<file path="src/rtl/uart_irq_pkg.sv">
package uart_irq_pkg;

  localparam int unsigned CODE_W = 4;

  typedef logic [CODE_W-1:0] irq_code_t;

  localparam irq_code_t CODE_NONE  = 4'h1;
  localparam irq_code_t CODE_LINE  = 4'h6;
  localparam irq_code_t CODE_RXTO  = 4'hC;
  localparam irq_code_t CODE_THRE  = 4'h2;
  localparam irq_code_t CODE_MODEM = 4'h0;

  localparam int unsigned EN_RX    = 0;
  localparam int unsigned EN_THRE  = 1;
  localparam int unsigned EN_LINE  = 2;
  localparam int unsigned EN_MODEM = 3;

  localparam logic [2:0] OFS_DATA  = 3'd0;
  localparam logic [2:0] OFS_IEN   = 3'd1;
  localparam logic [2:0] OFS_IDENT = 3'd2;
  localparam logic [2:0] OFS_LSTAT = 3'd5;
  localparam logic [2:0] OFS_SCR   = 3'd7;

  typedef struct packed {
    logic ovr;
    logic rx_ne;
    logic thre;
    logic mdelta;
  } cause_t;

endpackage

</file>
<file path="src/rtl/uart_irq_prio.sv">
module uart_irq_prio
  import uart_irq_pkg::*;
#(
  parameter int unsigned EN_W = 4
) (
  input  logic [EN_W-1:0] en,
  input  cause_t          cause,
  output irq_code_t       code,
  output logic            active
);

  logic [3:0] hit;

  always_comb begin
    hit[0] = cause.ovr    & en[EN_LINE];
    hit[1] = cause.rx_ne  & en[EN_RX];
    hit[2] = cause.thre   & en[EN_THRE];
    hit[3] = cause.mdelta & en[EN_MODEM];
  end

  always_comb begin
    if (hit[0])      code = CODE_LINE;
    else if (hit[1]) code = CODE_RXTO;
    else if (hit[2]) code = CODE_THRE;
    else if (hit[3]) code = CODE_MODEM;
    else             code = CODE_NONE;
  end

  assign active = |hit;

endmodule

</file>
<file path="src/rtl/uart_irq_state.sv">
module uart_irq_state
  import uart_irq_pkg::*;
#(
  parameter int unsigned DATA_W   = 8,
  parameter int unsigned EN_W     = 4,
  parameter int unsigned DIV_INIT = 12
) (
  input  logic              clk,
  input  logic              rst,
  input  logic [DATA_W-1:0] wdata,
  input  logic              wr_data,
  input  logic              wr_ien,
  input  logic              wr_fcr,
  input  logic              wr_scr,
  input  logic              wr_dlo,
  input  logic              wr_dhi,
  input  logic              rd_ident,
  input  logic              rd_lstat,
  input  logic              ovr_evt,
  input  irq_code_t         code_now,
  output logic [EN_W-1:0]   ien_q,
  output logic [EN_W-1:0]   ien_d,
  output logic              thre_q,
  output logic              thre_d,
  output logic              ovr_q,
  output logic              ovr_d,
  output logic              fifo_q,
  output logic [DATA_W-1:0] scr_q,
  output logic [DATA_W-1:0] div_lo_q,
  output logic [DATA_W-1:0] div_hi_q
);

  localparam logic [2*DATA_W-1:0] DIV_RST = (2*DATA_W)'(DIV_INIT);

  logic thre_rise;

  assign thre_rise = wr_ien & wdata[EN_THRE] & ~ien_q[EN_THRE];

  always_comb begin
    ien_d = wr_ien ? wdata[EN_W-1:0] : ien_q;

    thre_d = thre_q;
    if (rd_ident && code_now == CODE_THRE) thre_d = 1'b0;
    if (wr_data || thre_rise)              thre_d = 1'b1;

    ovr_d = ovr_q;
    if (rd_lstat) ovr_d = 1'b0;
    if (ovr_evt)  ovr_d = 1'b1;
  end

  always_ff @(posedge clk) begin
    if (rst) begin
      ien_q    <= '0;
      thre_q   <= 1'b0;
      ovr_q    <= 1'b0;
      fifo_q   <= 1'b0;
      scr_q    <= '0;
      div_lo_q <= DIV_RST[DATA_W-1:0];
      div_hi_q <= DIV_RST[2*DATA_W-1:DATA_W];
    end else begin
      ien_q  <= ien_d;
      thre_q <= thre_d;
      ovr_q  <= ovr_d;
      if (wr_fcr) fifo_q   <= wdata[0];
      if (wr_scr) scr_q    <= wdata;
      if (wr_dlo) div_lo_q <= wdata;
      if (wr_dhi) div_hi_q <= wdata;
    end
  end

endmodule

</file>
<file path="src/rtl/uart_irq_rdmux.sv">
module uart_irq_rdmux
  import uart_irq_pkg::*;
#(
  parameter int unsigned DATA_W = 8,
  parameter int unsigned ADDR_W = 3,
  parameter int unsigned EN_W   = 4
) (
  input  logic [ADDR_W-1:0] addr,
  input  logic              dlab,
  input  logic [DATA_W-1:0] rx_head,
  input  logic              rx_nonempty,
  input  logic [EN_W-1:0]   ien_q,
  input  logic              ovr_q,
  input  logic              fifo_q,
  input  irq_code_t         code_now,
  input  logic [DATA_W-1:0] scr_q,
  input  logic [DATA_W-1:0] div_lo_q,
  input  logic [DATA_W-1:0] div_hi_q,
  output logic [DATA_W-1:0] rd_val
);

  localparam int unsigned PAD_W = DATA_W - EN_W;

  always_comb begin
    rd_val = '0;
    case (addr)
      OFS_DATA:  rd_val = dlab ? div_lo_q : rx_head;
      OFS_IEN:   rd_val = dlab ? div_hi_q : {{PAD_W{1'b0}}, ien_q};
      OFS_IDENT: begin
        rd_val[CODE_W-1:0]       = code_now;
        rd_val[DATA_W-1]         = fifo_q;
        rd_val[DATA_W-2]         = fifo_q;
      end
      OFS_LSTAT: begin
        rd_val[0] = rx_nonempty;
        rd_val[1] = ovr_q;
        rd_val[5] = 1'b1;
        rd_val[6] = 1'b1;
      end
      OFS_SCR:   rd_val = scr_q;
      default:   rd_val = '0;
    endcase
  end

endmodule

</file>
<file path="src/rtl/uart_irq_ident.sv">
module uart_irq_ident
  import uart_irq_pkg::*;
#(
  parameter int unsigned DATA_W = 8,
  parameter int unsigned ADDR_W = 3,
  parameter int unsigned REF_HZ = 1843200,
  parameter int unsigned BAUD   = 9600
) (
  input  logic              clk,
  input  logic              rst,
  input  logic              rd_en,
  input  logic              wr_en,
  input  logic [ADDR_W-1:0] addr,
  input  logic [DATA_W-1:0] wdata,
  input  logic              dlab,
  input  logic              rx_nonempty,
  input  logic [DATA_W-1:0] rx_head,
  input  logic              ovr_evt,
  input  logic              msr_delta,
  output logic [DATA_W-1:0] rdata,
  output logic              rx_pop,
  output logic              irq
);

  localparam int unsigned EN_W     = 4;
  localparam int unsigned DIV_INIT = REF_HZ / BAUD / 16;

  logic at_data, at_ien, at_ident, at_lstat, at_scr;
  logic wr_data, wr_ien, wr_fcr, wr_scr, wr_dlo, wr_dhi;
  logic rd_ident, rd_lstat;

  logic [EN_W-1:0]   ien_q, ien_d;
  logic              thre_q, thre_d, ovr_q, ovr_d, fifo_q;
  logic [DATA_W-1:0] scr_q, div_lo_q, div_hi_q, rd_val;
  irq_code_t         code_now, code_nxt;
  logic              act_now, act_nxt;
  cause_t            cause_now, cause_nxt;

  assign at_data  = (addr == OFS_DATA);
  assign at_ien   = (addr == OFS_IEN);
  assign at_ident = (addr == OFS_IDENT);
  assign at_lstat = (addr == OFS_LSTAT);
  assign at_scr   = (addr == OFS_SCR);

  assign wr_data  = wr_en & ~dlab & at_data;
  assign wr_ien   = wr_en & ~dlab & at_ien;
  assign wr_dlo   = wr_en &  dlab & at_data;
  assign wr_dhi   = wr_en &  dlab & at_ien;
  assign wr_fcr   = wr_en & at_ident;
  assign wr_scr   = wr_en & at_scr;
  assign rd_ident = rd_en & at_ident;
  assign rd_lstat = rd_en & at_lstat;
  assign rx_pop   = rd_en & ~dlab & at_data;

  uart_irq_state #(
    .DATA_W  (DATA_W),
    .EN_W    (EN_W),
    .DIV_INIT(DIV_INIT)
  ) u_state (
    .clk     (clk),
    .rst     (rst),
    .wdata   (wdata),
    .wr_data (wr_data),
    .wr_ien  (wr_ien),
    .wr_fcr  (wr_fcr),
    .wr_scr  (wr_scr),
    .wr_dlo  (wr_dlo),
    .wr_dhi  (wr_dhi),
    .rd_ident(rd_ident),
    .rd_lstat(rd_lstat),
    .ovr_evt (ovr_evt),
    .code_now(code_now),
    .ien_q   (ien_q),
    .ien_d   (ien_d),
    .thre_q  (thre_q),
    .thre_d  (thre_d),
    .ovr_q   (ovr_q),
    .ovr_d   (ovr_d),
    .fifo_q  (fifo_q),
    .scr_q   (scr_q),
    .div_lo_q(div_lo_q),
    .div_hi_q(div_hi_q)
  );

  always_comb begin
    cause_now = '{ovr: ovr_q, rx_ne: rx_nonempty, thre: thre_q, mdelta: msr_delta};
    cause_nxt = '{ovr: ovr_d, rx_ne: rx_nonempty, thre: thre_d, mdelta: msr_delta};
  end

  uart_irq_prio #(.EN_W(EN_W)) u_prio_now (
    .en    (ien_q),
    .cause (cause_now),
    .code  (code_now),
    .active(act_now)
  );

  uart_irq_prio #(.EN_W(EN_W)) u_prio_nxt (
    .en    (ien_d),
    .cause (cause_nxt),
    .code  (code_nxt),
    .active(act_nxt)
  );

  uart_irq_rdmux #(
    .DATA_W(DATA_W),
    .ADDR_W(ADDR_W),
    .EN_W  (EN_W)
  ) u_rdmux (
    .addr       (addr),
    .dlab       (dlab),
    .rx_head    (rx_head),
    .rx_nonempty(rx_nonempty),
    .ien_q      (ien_q),
    .ovr_q      (ovr_q),
    .fifo_q     (fifo_q),
    .code_now   (code_now),
    .scr_q      (scr_q),
    .div_lo_q   (div_lo_q),
    .div_hi_q   (div_hi_q),
    .rd_val     (rd_val)
  );

  always_ff @(posedge clk) begin
    if (rst) begin
      rdata <= '0;
      irq   <= 1'b0;
    end else begin
      if (rd_en) rdata <= rd_val;
      irq <= act_nxt;
    end
  end

  logic unused_ok;
  assign unused_ok = act_now ^ (code_nxt == CODE_NONE);

endmodule

</file>
<file path="config.mk">
export PLATFORM = sky130hd
export DESIGN_NAME = uart_irq_ident
export DESIGN_NICKNAME = d
export VERILOG_FILES = /design/src/rtl/uart_irq_pkg.sv /design/src/rtl/uart_irq_prio.sv /design/src/rtl/uart_irq_state.sv /design/src/rtl/uart_irq_rdmux.sv /design/src/rtl/uart_irq_ident.sv
export SDC_FILE = /design/constraint.sdc
export NUM_CORES = 1
export LEC_CHECK = 0
export BUFFER_PORTS_ARGS = -buffer_cell sky130_fd_sc_hd__buf_2
export CORE_UTILIZATION = 50
export DETAILED_ROUTE_END_ITERATION = 7
export HOLD_SLACK_MARGIN = 0.15
export PLACE_DENSITY = 0.81
export SLEW_MARGIN = 20
export SYNTH_ARGS = -nofsm -noshare
export SYNTH_HDL_FRONTEND = slang
export SYNTH_HIERARCHICAL = 1
export SYNTH_SLANG_ARGS = --single-unit
</file>
<file path="constraint.sdc">
create_clock -name clk -period 2.7 [get_ports clk]
set_input_delay 0.81 -clock clk [delete_from_list [all_inputs] [get_ports clk]]
set_output_delay 0.81 -clock clk [all_outputs]
set_load 0.05 [all_outputs]
</file>
==> impl_metrics.toml <==
[routing]
routed_wl_mm = 4.46
drc = 0
avgRoutedWirePerCell_um = 14.9
drtAntennaViolNets = 0
via_count = 1664
drtIter0Drc = 70
viasPerCell = 5.57
dr.pass1.iters = 4

[sta]
final-setup-viol-count = 0
fin_skew_ns = 0.00347
grt_setup_unrepaired = "no"
drv_slew = 0
min_period_ns = 2.56
hold_slack_ns = 0.495
min_period_over_period = 0.947
hold_viol = 0
fmax_mhz = 391
relSlewSlack = 0.524
tightestPinTransition_ns = 0.713
setup_tns_ns = 0

[logic_synthesis]
syn-cell-area_mm2 = 0.00203
netlist_instances = 212
ys_warn_count = 6
avgSynthCellArea_um2 = 9.56
synth.net_count = 239

[clock_network]
h-tree-depth = 2
cts_tree = "built"
cts_buffers = 5
cts.repair.resized = 0
clk_latency_ns = 0.29
root_buffer = "clkbuf_8"
clk_pin_slew_worst_paths_ns = 0.08
numClockSinks = 40
cts_hold_buf = 0
post-cts-setup-buffers = 0
clockBufferDepth = 2

[final_layout]
fin_nets = 277
stdcell_count = 299
final_area_mm2 = 0.00240
area_growth_pct = 18.4
drive_gt1_frac = 0.263
diodes = 0

[worst_setup_path]
crit_type = "in2out"
r2r-end = "irq"
arrival_ns = 1.75
rr_worst_depth = 6
r2r_slack_ns = 0.94
critPathRequiredTime_ns = 1.89
crit_path_end_kind = "primary output"
startpoint_type = "input port"
crit_path_start = "addr[1]"
path_max_fanout = 3
endpoint = "rx_pop"
r2r_start = "u_state/ovr_q"

[hold_path]
hold_path.class = "reg2reg"

[placed_design]
place_area_mm2 = 0.00224
place_congestion = 0.850
dp_cells = 291
portBuffers = 36
hpwl_mm = 3.21

[global_routing]
first_global_vias = 1522
antenna_found_initial = 0
grt_pass1_wl_mm = 7.49
grt_overflow = 0
grt.total_usage = 0.233
grt_max_degree = 41

[die]
die_y_um = 65.7
io_pins = 37
die_w_um = 65.7
die-area_mm2 = 0.00431
initial_core_util = 0.537
core_area_mm2 = 0.00377
rows = 22

[power_and_ir_drop]
ir_drop_mv = 0.259
power_density_mw_per_mm2 = 597
p_leak_nw = 0.996

[flow_run]
cap_violations = 0

[run_status]
status = "finished, final reports clean"
layout make-up:
cell class              instances  area, um2
flip-flops and latches         40        801
well taps                      48       60.1
clock inverters                 3       90.1
multi-input cells             155       1120
inverters                       3       11.3
repair buffers                 45        248
clock buffers                   5       68.8
fillers                       316       1370
report_power, final:
group	internal, W	switching [W]
registers	0.000602	0.00000772
logic	0.0000608	0.0000877
clock network	0.000462	0.000212
worst min path at each step:
stage          cells past startpoint        startpoint          endpoint  slack, ns
2_1_floorplan                      2  u_state/scr_q[4]  u_state/scr_q[4]       0.45
3_3_place_gp                       2          rdata[6]          rdata[6]       0.47
3_5_place_dp                       2          rdata[2]          rdata[2]       0.48
4_1_cts                            2          rdata[2]          rdata[2]       0.50
5_1_grt                            2          rdata[5]          rdata[5]       0.52
6_report                           2          rdata[2]          rdata[2]       0.50
flip-flops by register name (all words and copies together) (netlist names):
signal,flops
u_state/ovr_q,1
irq,1
u_state/scr_q,8
rdata,8
u_state/fifo_q,1
u_state/div_hi_q,8
u_state/div_lo_q,8
u_state/ien_q,4
u_state/thre_q,1
routing by layer:
metal	share of wire	vias to the layer above	routed length (um)	global-route usage
met1	0.50	785	2220	0.317
met4	0.013	0	58	0.0734
met3	0.055	6	247	0.0538
met5	0	-	0	0
li1	-	825	-	-
met2	0.43	48	1930	0.362
through the flow:
stage	util	power, W	setup WS, ns
finish	0.636	0.00143	0.144
detailed placement	0.594	0.000771	0.0675
global placement	0.594	0.000768	0.0739
floorplan	-	0.000721	0.0282
global route	0.636	0.00148	0.103
CTS	0.636	0.00144	0.135
worst max-delay path: stages:
cell	delay (ns)
buf_2	0.11
or3_4	0.40
nor3b_2	0.15
buf_2	0.28
cell usage in the layout, fill, tap and decap left out, types with 3 or more instances in the layout:
cell	count
nor2_1	41
clkbuf_8	5
nor3_1	3
nand2_1	9
inv_1	3
a22o_1	4
buf_2	36
mux2i_1	40
mux2_2	6
buf_4	9
nand2b_1	3
a21oi_1	3
bufinv_16	3
nor2b_1	8
dfxtp_1	40
a221o_1	3
o221ai_1	3
Power figures use the tool's default switching activity.
